## config.mk

```make
export PLATFORM = sky130hd
export DESIGN_NAME = sc_char_rx
export DESIGN_NICKNAME = d
export VERILOG_FILES = /design/src/rtl/sc_char_rx.sv
export SDC_FILE = /design/constraint.sdc
export NUM_CORES = 1
export LEC_CHECK = 0
export BUFFER_PORTS_ARGS = -buffer_cell sky130_fd_sc_hd__buf_2
export CORE_ASPECT_RATIO = 0.7
export CORE_MARGIN = 2
export CORE_UTILIZATION = 31
export CTS_CLUSTER_DIAMETER = 200
export DETAILED_ROUTE_END_ITERATION = 10
export SLEW_MARGIN = 20
export SYNTH_ARGS = -nofsm -noshare
export SYNTH_HDL_FRONTEND = slang
export SYNTH_SLANG_ARGS = --single-unit
```

## constraint.sdc

```tcl
create_clock -name clk -period 4.7 [get_ports clk]
set_input_delay 0.235 -clock clk [delete_from_list [all_inputs] [get_ports clk]]
set_output_delay 0.235 -clock clk [all_outputs]
set_load 0.03 [all_outputs]
```

## src/rtl/sc_char_rx.sv

```systemverilog
module sc_char_rx #(
  parameter int RTY_W = 3
) (
  input  logic             clk,
  input  logic             rst_n,
  input  logic             half_etu_i,
  input  logic             line_i,
  input  logic [1:0]       cfg_conv_i,
  input  logic             auto_conv_i,
  input  logic             retry_en_i,
  input  logic [RTY_W-1:0] retry_lim_i,
  input  logic             stop_one_i,
  input  logic [5:0]       flag_clr_i,
  output logic [7:0]       rx_data_o,
  output logic             rx_valid_o,
  output logic             err_drive_o,
  output logic [5:0]       flags_o,
  output logic [1:0]       conv_o
);
  localparam int CNT_W    = RTY_W + 1;
  localparam int CHAR_ETU = 10;
  localparam int THR_1    = 2 * (CHAR_ETU + 1) + 1;
  localparam int THR_2    = 2 * (CHAR_ETU + 2) + 1;
  localparam int LOW_W    = $clog2(THR_2 + 1);

  typedef enum logic [2:0] {S_IDLE, S_START, S_DATA, S_PAR, S_STOP, S_SIG, S_REARM} st_t;

  st_t             st;
  logic            ph, hold_ok, learned_inv, ts_seen;
  logic [2:0]      idx;
  logic [1:0]      sigc;
  logic [7:0]      raw, rev_raw, byte_dec;
  logic [CNT_W-1:0] rcnt, lim;
  logic [LOW_W-1:0] lowc, thr;

  always_comb
    for (int i = 0; i < 8; i++) rev_raw[i] = raw[7-i];

  logic cfg_inv, ts_pend, ts_dir, ts_inv, use_inv, par_bad, par_smp, stop_smp;
  logic do_sig, over;
  logic [5:0] set_v;

  assign cfg_inv  = (cfg_conv_i == 2'b11);
  assign ts_pend  = auto_conv_i & ~ts_seen;
  assign ts_dir   = (raw == 8'h3B);
  assign ts_inv   = (~rev_raw == 8'h3F);
  assign use_inv  = ts_pend ? (ts_dir ? 1'b0 : (ts_inv ? 1'b1 : learned_inv))
                            : (auto_conv_i ? learned_inv : cfg_inv);
  assign byte_dec = use_inv ? ~rev_raw : raw;
  assign par_bad  = (^raw) ^ line_i ^ use_inv;
  assign lim      = {1'b0, retry_lim_i} + CNT_W'(1);
  assign par_smp  = half_etu_i & ph & (st == S_PAR);
  assign stop_smp = half_etu_i & ph & (st == S_STOP);
  assign do_sig   = retry_en_i & par_bad & (rcnt < lim);
  assign over     = retry_en_i & par_bad & ~(rcnt < lim);
  assign thr      = stop_one_i ? LOW_W'(THR_1) : LOW_W'(THR_2);

  assign set_v[0] = par_smp & par_bad & ~retry_en_i;
  assign set_v[1] = stop_smp & ~line_i & ~retry_en_i;
  assign set_v[2] = half_etu_i & ~line_i & ~err_drive_o & (lowc == thr - LOW_W'(1)) & ~retry_en_i;
  assign set_v[3] = par_smp & do_sig;
  assign set_v[4] = par_smp & over;
  assign set_v[5] = par_smp & ts_pend & ~ts_dir & ~ts_inv;

  assign conv_o = auto_conv_i ? {2{learned_inv}} : cfg_conv_i;

  always_ff @(posedge clk or negedge rst_n) begin
    if (!rst_n) begin
      flags_o <= '0;
      lowc    <= '0;
    end else begin
      flags_o <= (flags_o & ~flag_clr_i) | set_v;
      if (half_etu_i) begin
        if (line_i || err_drive_o) lowc <= '0;
        else if (lowc < thr)       lowc <= lowc + LOW_W'(1);
      end
    end
  end

  always_ff @(posedge clk or negedge rst_n) begin
    if (!rst_n) begin
      learned_inv <= 1'b0;
      ts_seen     <= 1'b0;
    end else begin
      if (!auto_conv_i) ts_seen <= 1'b0;
      else if (par_smp && ts_pend && !do_sig) ts_seen <= 1'b1;
      if (par_smp && ts_pend) begin
        if (ts_dir)      learned_inv <= 1'b0;
        else if (ts_inv) learned_inv <= 1'b1;
      end
    end
  end

  always_ff @(posedge clk or negedge rst_n) begin
    if (!rst_n) begin
      st          <= S_IDLE;
      ph          <= 1'b0;
      idx         <= '0;
      sigc        <= '0;
      raw         <= '0;
      rcnt        <= '0;
      hold_ok     <= 1'b0;
      rx_data_o   <= '0;
      rx_valid_o  <= 1'b0;
      err_drive_o <= 1'b0;
    end else begin
      rx_valid_o <= 1'b0;
      if (half_etu_i) begin
        unique case (st)
          S_IDLE:  if (!line_i) st <= S_START;
          S_START: begin
            ph  <= 1'b0;
            idx <= '0;
            st  <= line_i ? S_IDLE : S_DATA;
          end
          S_DATA: begin
            ph <= ~ph;
            if (ph) begin
              raw <= {line_i, raw[7:1]};
              idx <= idx + 3'd1;
              if (idx == 3'd7) st <= S_PAR;
            end
          end
          S_PAR: begin
            ph <= ~ph;
            if (ph) begin
              rx_data_o <= byte_dec;
              hold_ok   <= ~(retry_en_i & par_bad);
              if (do_sig)                 rcnt <= rcnt + CNT_W'(1);
              else if (over || !par_bad)  rcnt <= '0;
              sigc <= '0;
              st   <= do_sig ? S_SIG : S_STOP;
            end
          end
          S_STOP: begin
            ph <= ~ph;
            if (ph) begin
              rx_valid_o <= hold_ok;
              st         <= S_REARM;
            end
          end
          S_SIG: begin
            sigc <= sigc + 2'd1;
            if (sigc == 2'd0) err_drive_o <= 1'b1;
            if (sigc == 2'd2) begin
              err_drive_o <= 1'b0;
              st          <= S_REARM;
            end
          end
          S_REARM: if (line_i) st <= S_IDLE;
          default: st <= S_IDLE;
        endcase
      end
    end
  end

  assert_valid_pulse_R2: assert property (@(posedge clk) disable iff (!rst_n)
    rx_valid_o |=> !rx_valid_o);
  assert_no_valid_in_drive_R7: assert property (@(posedge clk) disable iff (!rst_n)
    err_drive_o |-> !rx_valid_o);
  assert_drive_ends_on_strobe_R7: assert property (@(posedge clk) disable iff (!rst_n)
    $fell(err_drive_o) |-> $past(half_etu_i));
  assert_no_parity_flag_retry_R7: assert property (@(posedge clk) disable iff (!rst_n)
    $rose(flags_o[0]) |-> !$past(retry_en_i));
  assert_no_frame_flag_retry_R9: assert property (@(posedge clk) disable iff (!rst_n)
    $rose(flags_o[1]) |-> !$past(retry_en_i));
  assert_no_break_flag_retry_R9: assert property (@(posedge clk) disable iff (!rst_n)
    $rose(flags_o[2]) |-> !$past(retry_en_i));
  assert_over_retry_quiet_R8: assert property (@(posedge clk) disable iff (!rst_n)
    $rose(flags_o[4]) |-> !err_drive_o);
  assert_learned_code_R10: assert property (@(posedge clk) disable iff (!rst_n)
    auto_conv_i |-> (conv_o == 2'b00 || conv_o == 2'b11));
endmodule

```

# Yosys cells after proc, flatten, opt, wreduce, memory -nomap -nowiden
# Index checks and enable logic that the tools add are counted.
# Widths: inputs -> output; s select.
[word_totals]
register_bits = 45
latch_bits = 0
ramBits = 0
romBits = 0
input_bits = 18
wordCells = 135
mem_count = 0
[op_classes]
addsub = 6
multipliers = 0
div = 0
n_lt_le_gt_ge = 2
n_eq_ne = 20
shifts = 0
muxes = 33
n_bitwise = 35
reduce_logical = 25
[op_table]
columns = ["operator", "n"]
rows = [
  ["$mux 3", 8],
  ["$pmux 3 s7", 1],
  ["$and 1x1->1", 20],
  ["$eq 8x6->1 const B", 2],
  ["$reduce_and 3->1", 5],
  ["$ne 2x2->1 const B", 7],
  ["$eq 3x3->1 const B", 4],
  ["$mux 1", 12],
  ["$mux 4", 3],
  ["$reduce_bool 2->1", 6],
  ["$mux 5", 2],
  ["$not 1->1", 9],
  ["$mux 8", 1],
  ["$not 8->8", 1],
  ["$reduce_and 8->1", 1],
  ["$reduce_xor 8->1", 1],
  ["$and 6x6->6", 1],
  ["$eq 3x2->1 const B", 2],
  ["$mux 2", 3],
  ["$not 6->6", 1],
  ["$or 6x6->6", 1],
  ["$pmux 3 s2", 1],
  ["$add 5x1->5 const B", 1],
  ["$eq 5x5->1", 1],
  ["other kinds (21)", 27],
]

# Logic depth before layout (Yosys ltp)
# Gate-level depths: netlist of run 1.
[depth]
word_depth = 12
depth_mapped = 8
depth_no_buf = 8

# Worst setup path after synthesis of run 1
# OpenSTA, ideal clock, no wires.
[synth_path]
path_type = "register to register"
start = "reg raw[1]"
end = "reg rcnt[3]"
t_arrival_ns = 1.908
required_time_ns = 4.561
path_slack_ns = 2.653
stages_incl_launch_ff = 7
path_buffers = 0
period_less_slack_ns = 2.047
path_cell_list = "dfrtp_1 -> ha_1 -> xnor3_2 -> xnor2_2 -> or3_4 -> a31oi_4 -> o221ai_1"
[synth_via]
elab_chain_len = 11
word_cells_on_any_way = 17
classes_between = "2 x eq/ne; 4 x mux; 6 x bitwise; 5 x reduce/logical"
[synth_rtl]
columns = ["element", "line_no", "rtl"]
rows = [
  ["start: declaration", "32", "logic [7:0] raw, rev_raw, byte_dec;"],
  ["start signal: assignment", "119", "raw <= {line_i, raw[7:1]};"],
  ["$not 8->8", "46", "assign ts_inv = (~rev_raw == 8'h3F);"],
  ["$eq 8x6->1", "46", ""],
  ["$mux 1 (2 in series)", "n/a", ""],
  ["$mux 1", "47", "assign use_inv = ts_pend ? (ts_dir ? 1'b0 : (ts_inv ? 1'b1 : learned_inv))"],
  ["$xor 1x1->1 (*)", "50", "assign par_bad = (^raw) ^ line_i ^ use_inv;"],
  ["$and 1x1->1", "54, 55", ""],
  ["$and 1x1->1", "55", "assign over = retry_en_i & par_bad & ~(rcnt < lim);"],
  ["$logic_or 1x1->1", "130", "else if (over || !par_bad) rcnt <= '0;"],
  ["$reduce_bool 2->1 (no source line)", "n/a", ""],
  ["$reduce_and 4->1 (no source line)", "n/a", ""],
  ["end signal: assignment", "129", "if (do_sig) rcnt <= rcnt + CNT_W'(1);"],
  ["end: declaration", "33", "logic [CNT_W-1:0] rcnt, lim;"],
]
# Mark *: on every way between the ends. The rest lies on a longest branch, timed or not.
# A chain may end at the register's enable or synchronous reset.

# Final worst setup path of run 1
[layout_path]
start = "reg raw[1]"
end = "reg st[0]"
[layout_via]
elab_chain_len = 11
word_cells_on_any_way = 14
classes_between = "2 x eq/ne; 6 x mux; 5 x bitwise; 1 x reduce/logical"
[layout_rtl]
columns = ["element", "line_no", "rtl"]
rows = [
  ["$not 8->8", "46", ""],
  ["$eq 8x6->1", "46", ""],
  ["$mux 1 (2 in series)", "n/a", ""],
  ["$mux 1", "47", ""],
  ["$xor 1x1->1 (*)", "50", ""],
  ["$and 1x1->1 (*) (2 in series)", "54", "assign do_sig = retry_en_i & par_bad & (rcnt < lim);"],
  ["$mux 1 (*)", "132", "st <= do_sig ? S_SIG : S_STOP;"],
  ["$mux 3 (*)", "126", "if (ph) begin"],
  ["$pmux 3 s7 (*)", "109", "unique case (st)"],
  ["end signal: assignment", "114", "st <= line_i ? S_IDLE : S_DATA;"],
  ["end signal: assignment", "132", ""],
  ["end: declaration", "28", "st_t st;"],
]
# Mark *: on every way between the ends. The rest lies on a longest branch, timed or not. The select of a mux whose other input is x is not followed.

==> parameters.txt, run 1 <==
Parameter                              Value

Clocking
  Number of gates resized after CTS ... 0
  Register clock-pin slew on the reported worst setup and hold paths ... 0.06 ns
  Maximum clock insertion buffer count ... 2
  Sinks on Clock Net ... 45
  CTS tree ... built
  Hold-fix buffers, CTS ... 0
  Level count of the clock H-tree ... 2
  Root buf cell ... clkbuf_16
  Setup bufs post-CTS ... 0
  Skew-Pair Late Insertion Delay ... 0.29 ns
  Cts bufs inserted ... 5

Critical path
  FF-to-FF setup slack ... 2.43 ns
  Largest fanout on the critical path ... 5
  Worst EP arrival ... 2.48 ns
  Kind of critical path ... reg -> reg
  Kind of start point of the critical path ... register
  Data required, critical path ... 4.92 ns
  Nature of the critical path endpoint ... register

Floorplan
  Area inside the core boundary ... 8440 sq um
  Number of ports placed on the die boundary ... 36
  Overall die area ... 9430 sq um
  Die height ... 81.8 microns
  Standard-cell rows ... 28
  Initial core utilization ... 31.8%
  Die width ... 115 microns

Synth
  Dominant register cell in the synthesized netlist ... dfrtp_1
  Area share of the largest cell type after synthesis ... 42.0%
  Fraction of synthesis flops using an asynchronous set or reset pin ... 100%
  Per-instance average area after synthesis ... 9.59 sq um
  Post-synthesis register bit count ... 45
  Library cells used by synthesis ... 54
  Proportion of synthesized chip area in sequential cells ... 42.0%
  Number of enable flip-flop cells after synthesis ... 0
  Largest area contributor in the netlist ... dfrtp_1
  Cell area after technology mapping ... 2680 sq um
  Largest cells by area after synthesis ... dfrtp_1 42%, ha_1 8.9%, mux2i_1 4.8%
  Yosys Warn Count ... 0
  Instance count of the mapped netlist ... 280
  Syn_nets ... 317

Placement
  Count of buffers from port buffering ... 35
  Placer Congestion ... 0.782
  Post-placement worst setup slack ... 2.25 ns
  Post-DP HPWL ... 4380 microns
  Cell count after placement ... 425

Route
  Antenna Violating Nets Remaining ... 0
  Number of iterations in the first detailed-routing pass ... 4
  Routed length per instance ... 13.6 microns
  Routed wire length ... 5880 microns
  DRC violation count after routing ... 0
  Number of violations reported at the end of detailed-routing iteration 0 ... 68
  Vias per cell ... 4.85
  Detailed-route via count ... 2104

Cells and area
  Most common cell after layout, fill and taps aside ... dfrtp_1
  Growth of design area from synthesis to finish ... 18.3%
  Commonest non-fill, non-tap cells in the layout ... 45 x dfrtp_1, 34 x inv_1, 34 x buf_2
  Total area of sequential cells ... 1130 sq um
  Number of nets in the finished design ... 350
  Final Non-Filler Cells ... 434
  Area taken by multi-input logic gates ... 1390 sq um
  Number of fill cells in the layout ... 849
  Share of final-layout standard cells stronger than drive strength 1 ... 18.8%
  Antenna diode count ... 0

Pwr
  Static leakage ... 1.54 nW
  Largest voltage drop on the vdd net ... 0.287 mV
  Cell Pwr Density ... 616 nW/um^2

Timing
  Final period util ... 48.2%
  Post-Route Skew ... 0.00404 ns
  Worst setup margin ... 2.43 ns
  Worst slew pin tran ... 0.839 ns
  Fmax achieved ... 441 MHz
  Count of endpoints failing setup in the final report ... 0
  Fin crit period ... 2.27 ns
  Number of max-slew violations in the final report ... 0
  Final setup TNS ... 0 ns
  Final-report hold violation count ... 0
  Unrepaired setup endpoints after global routing ... no
  Worst slew margin ... 43.8%

Global routing
  Number of antenna violations at the first check in global routing ... 0
  Number of global-route vias before repair ... 2066
  Overflow after GRT ... 0
  Overall routing resource usage ... 13.6%
  Pin count of the biggest net entering global routing ... 46
  Wire length of the first global-routing pass ... 9940 microns

Flow run
  Max-cap viol count ... 0

Min path
  Worst Hold Class ... in -> reg

Outcome
  Status ... finished, final reports clean
==> cells in the mapped netlist (5+ instances only) <==
cell type and instances:
a21oi_1 8, a31oi_1 6, clkbuf_1 7, dfrtp_1 45
ha_1 19, inv_1 34, mux2i_1 13, nand2_1 28
nor2_1 13, nor3_1 6, o211ai_1 5, o21ai_0 23
or3_1 5
==> metal layers <==
metal	track usage, %	vias to the layer above	wire [microns]
li1	-	1056	-
met5	0	-	0
met2	19.5	51	2370
met4	3.98	0	81
met1	19.6	988	3110
met3	3.99	9	314
==> final cells by class <==
class	count	area share (%)
inverters	35	4.14
clock buffers	5	3.94
repair buffers	36	5.91
multi-input cells	190	43.8
flip-flops and latches	45	35.5
clock inverters	3	2.05
well taps	120	4.73
==> per-stage QoR <==
stage / hold slack [ns] / cell area [sq um] / total power, mW / utilization, %
floorplan: -0.0606 / 2680 / 1.29 / -
CTS: 0.104 / 3160 / 1.97 / 37.4
detailed placement: 0.410 / 2970 / 1.50 / 35.1
global placement: 0.414 / 2970 / 1.48 / 35.1
global route: 0.100 / 3170 / 2.10 / 37.6
finish: 0.110 / 3170 / 1.95 / 37.6
==> sequential cells by signal (all words and copies together), names as in the netlist <==
signal       flops
rx_valid_o       1
idx              3
flags_o          6
ts_seen          1
st               3
rx_data_o        8
hold_ok          1
sigc             2
rcnt             4
learned_inv      1
ph               1
raw              8
err_drive_o      1
lowc             5
==> power by group <==
group / internal [mW] / switching, mW / leakage [nW]
sequential: 0.505 / 0.118 / 0.569
combinational: 0.366 / 0.506 / 0.877
clock: 0.304 / 0.154 / 0.0938
total: 1.17 / 0.779 / 1.54
==> worst paths after layout <==
| check | startpoint | end | cells after the start |
|---|---|---|---|
| max | raw[1] | st[0] | 6 |
| max in group asynchronous | rst_n | rcnt[1] | 2 |
| max reg2reg | raw[1] | st[0] | 6 |
| min | flag_clr_i[3] | flags_o[3] | 2 |
| min reg2reg | rx_data_o[4] | rx_data_o[4] | 2 |
| min in group asynchronous | rst_n | raw[3] | 2 |
==> cells by family (layout without fill, tap and decap cells) <==
kind of cell / count (synthesis) / after routing / synth area share (%)
muxes: 15 / 15 / 5.69
buffers and inverters: 45 / 79 / 6.67
AOI/OAI and AO/OA: 74 / 74 / 19.1
and+or+nand+nor: 77 / 77 / 15.2
xor gates and xnor gates: 5 / 5 / 2.47
DFF: 45 / 45 / 42.0
adders and majority gates: 19 / 19 / 8.86
==> worst max-delay path: stages (launching register included) <==
cell and delay [ns]:
dfrtp_1 0.42, ha_1 0.29, xnor3_2 0.43, xnor2_2 0.18, a211oi_1 0.55, o211ai_1 0.18, a21boi_1 0.15
No activity file was read; power rests on OpenSTA's default activity.
==> run 2, diff against run 1 <==
Settings changed: ABC_AREA set to 1.
Clock period 4.7 ns to 2.25 ns, I/O delays scaled along.
==> run 2 against run 1 <==
Effect of this change: combinational power increased by 39%; register-to-register slack got worse by 2.1 ns; largest cell class unchanged; via count increased by 6.0%; largest power group unchanged; setup slack got worse by 2.1 ns; utilization decreased by 0.69 points.
==> parameters.txt, run 2 <==
Parameter                              Value

Outcome
  Status ... finished, final reports clean

Critical path
  Data required, critical path ... 2.48 ns (-2.44 ns)
  Worst EP arrival ... 2.13 ns (-0.35 ns)
  Kind of start point of the critical path ... register
  Critical path's top delay family ... simple AND/OR/NAND/NOR gates
  Critical path's slowest cell ... dfrtp_1
  Kind of critical path ... reg -> reg
  Cells on worst reg2reg path ... 12 (+6)
  Nature of the critical path endpoint ... register
  Largest fanout on the critical path ... 12 (+7)
  Cell mode on critical path ... nand2_1
  Buf/Inv on CP ... 1 (+1)
  FF-to-FF setup slack ... 0.34 ns (-2.09 ns)
  Worst-path cell chain ... inv_1 -> ha_1 -> nand2_1 -> o21bai_1 -> nand3_1 -> nand2_1 -> nand2_1 -> nand2_2 -> nand3_1 -> nand2_1 -> nand2_1 -> nand2_1
  Levels on crit path ... 12 (+6)
  CP peak stage delay ... 0.39 ns (-0.16 ns)

Floorplan
  Initial core utilization ... 31.5% (-0.24 points)
  Area inside the core boundary ... 8370 sq um (-0.83%)
  Die width ... 114 microns (-0.77%)
  Overall die area ... 9290 sq um (-1.5%)
  Die height ... 81.2 microns (-0.75%)
  Number of ports placed on the die boundary ... 36 (unchanged)
  Standard-cell rows ... 28 (unchanged)

Cells and area
  Antenna diode count ... 0 (unchanged)
  Final core utilization ... 36.9% (-0.69 points)
  Share of final-layout standard cells stronger than drive strength 1 ... 16.7% (-2.1 points)
  Growth of design area from synthesis to finish ... 17.0%
  Commonest non-fill, non-tap cells in the layout ... 87 x nand2_1, 45 x dfrtp_1, 43 x inv_1
  Most common cell after layout, fill and taps aside ... nand2_1
  Final Non-Filler Cells ... 482 (+11%)
  Biggest registers after layout ... raw x8, rx_data_o x8, flags_o x6
  Number of fill cells in the layout ... 859 (+1.2%)
  Number of nets in the finished design ... 413 (+18%)

Clocking
  Hold-fix buffers, CTS ... 1 (+1)
  Cts bufs inserted ... 5 (unchanged)
  Maximum clock insertion buffer count ... 2 (unchanged)
  Level count of the clock H-tree ... 2 (unchanged)
  Number of gates resized after CTS ... 0 (unchanged)
  Root buf cell ... clkbuf_16
  Sinks on Clock Net ... 45 (unchanged)
  Skew-Pair Late Insertion Delay ... 0.29 ns (about the same)
  CTS tree ... built
  Register clock-pin slew on the reported worst setup and hold paths ... 0.07 ns (about the same)
  Setup bufs post-CTS ... 0 (unchanged)

Route
  Antenna Violating Nets Remaining ... 0 (unchanged)
  Routed length per instance ... 11.6 microns (-14%)
  Routed wire length ... 5610 microns (-4.7%)
  Vias per cell ... 4.63 (-4.5%)
  Highest metal layer used by the detailed router ... met4
  Number of violations reported at the end of detailed-routing iteration 0 ... 141 (+110%)
  Routed wl met2 ... 2230 microns (-6.1%)
  Number of iterations in the first detailed-routing pass ... 4 (unchanged)
  DRC violation count after routing ... 0 (unchanged)
  Met1 routed wirelength after detailed routing ... 3080 microns (-0.96%)
  Met3 wire len ... 273 microns (-13%)
  Detailed-route via count ... 2231 (+6.0%)

Synth
  Area share of the largest cell type after synthesis ... 42.6% (+0.68 points)
  Cell area after technology mapping ... 2640 sq um (-1.6%)
  Yosys Warn Count ... 0 (unchanged)
  Largest cells by area after synthesis ... dfrtp_1 43%, nand2_1 12%, ha_1 9.0%
  Instance count of the mapped netlist ... 336 (+20%)
  Number of enable flip-flop cells after synthesis ... 0 (unchanged)
  Post-synthesis register bit count ... 45 (unchanged)
  Fraction of synthesis flops using an asynchronous set or reset pin ... 100% (unchanged)
  Per-instance average area after synthesis ... 7.86 sq um (-18%)
  Syn_nets ... 373 (+18%)
  Library cells used by synthesis ... 35 (-35%)
  Top cell types by occurrence after synthesis ... 87 x nand2_1, 45 x dfrtp_1, 43 x inv_1
  Dominant register cell in the synthesized netlist ... dfrtp_1
  Proportion of synthesized chip area in sequential cells ... 42.6% (+0.68 points)
  Most repeated cell in the gate-level netlist after synthesis ... nand2_1
  Largest area contributor in the netlist ... dfrtp_1

Timing
  Worst slew pin tran ... 0.440 ns (-0.399 ns)
  Number of max-slew violations in the final report ... 0 (unchanged)
  Final-report hold violation count ... 0 (unchanged)
  Worst setup margin ... 0.343 ns (-2.09 ns)
  Fin crit period ... 1.91 ns (-0.359 ns)
  Worst slew margin ... 70.6% (+27 points)
  Count of endpoints failing setup in the final report ... 0 (unchanged)
  Post-Route Skew ... 0.00921 ns (+0.00517 ns)
  Unrepaired setup endpoints after global routing ... no
  Final period util ... 84.8% (+37 points)
  Fmax achieved ... 524 MHz (+19%)
  Final setup TNS ... 0 ns (unchanged)

Pwr
  Static leakage ... 1.64 nW (+6.4%)
  Cell Pwr Density ... 996 nW/um^2 (+62%)
  Largest voltage drop on the vdd net ... 0.352 mV (+23%)

Min path
  Number of cells on the worst hold path ... 2 (unchanged)
  Worst Hold Class ... in -> reg

Global routing
  Overflow after GRT ... 0 (unchanged)
  Wire length of the first global-routing pass ... 9470 microns (-4.7%)
  Pin count of the biggest net entering global routing ... 30 (-35%)
  Number of global-route vias before repair ... 2045 (-1.0%)
  Number of antenna violations at the first check in global routing ... 0 (unchanged)
  Overall routing resource usage ... 12.9% (-0.65 points)

Placement
  Post-DP HPWL ... 4390 microns (+0.25%)
  Placer Congestion ... 0.856 (+9.4%)
  Post-placement worst setup slack ... 0.370 ns (-1.88 ns)
  Count of buffers from port buffering ... 35 (unchanged)
  Cell count after placement ... 473 (+11%)

Flow run
  Max-cap viol count ... 0 (unchanged)
-- run 2: cell families (layout without fill, tap and decap cells) --
kind of cell / count (synthesis) / count (layout) / synth area share, %
simple gates: 153 / 153 / 25.5
compound gates: 59 / 59 / 12.4
buf+inv: 52 / 93 / 7.67
flops: 45 / 45 / 42.6
fa+ha+maj: 19 / 19 / 9.00
xor+xnor: 6 / 6 / 1.99
mux: 2 / 2 / 0.805
-- run 2: path summary, 6_finish.rpt --
kind,from,to
hold / removal,flag_clr_i[5],flags_o[5]
hold reg to reg,idx[0],idx[0]
setup / recovery,raw[6],st[0]
setup reg to reg,raw[6],st[0]
min in group asynchronous,rst_n,rx_data_o[5]
max in group asynchronous,rst_n,flags_o[1]
-- run 2: layer usage --
layer,global-route usage [%],vias to the layer above
li1,-,1179
met1,18.9,1011
met2,18.7,39
met3,3.51,2
met4,3.29,0
met5,0,-
-- run 2: cell type report --
type	count	area [sq um]	area share, %
Clock buffer	6	129	4.17
Clock inverter	2	15.0	0.486
Inverter	47	176	5.71
Multi-Input combinational cell	239	1310	42.5
Sequential cell	45	1130	36.4
Tap cell	105	131	4.25
Timing Repair Buffer	38	200	6.48
-- run 2: through the flow --
stage,total power [mW],hold slack (ns),instance area [sq um]
2_1_floorplan,2.06,-0.183,2640
5_1_grt,3.33,0.00540,3090
6_report,3.08,0.00577,3090
4_1_cts,3.12,0.00252,3090
3_5_place_dp,2.37,0.0760,2940
3_3_place_gp,2.35,0.0695,2940
-- run 2: power by group --
part	total, mW	internal [mW]	switching, mW
combinational	1.21	0.401	0.811
clock	0.717	0.412	0.305
sequential	1.15	0.999	0.149
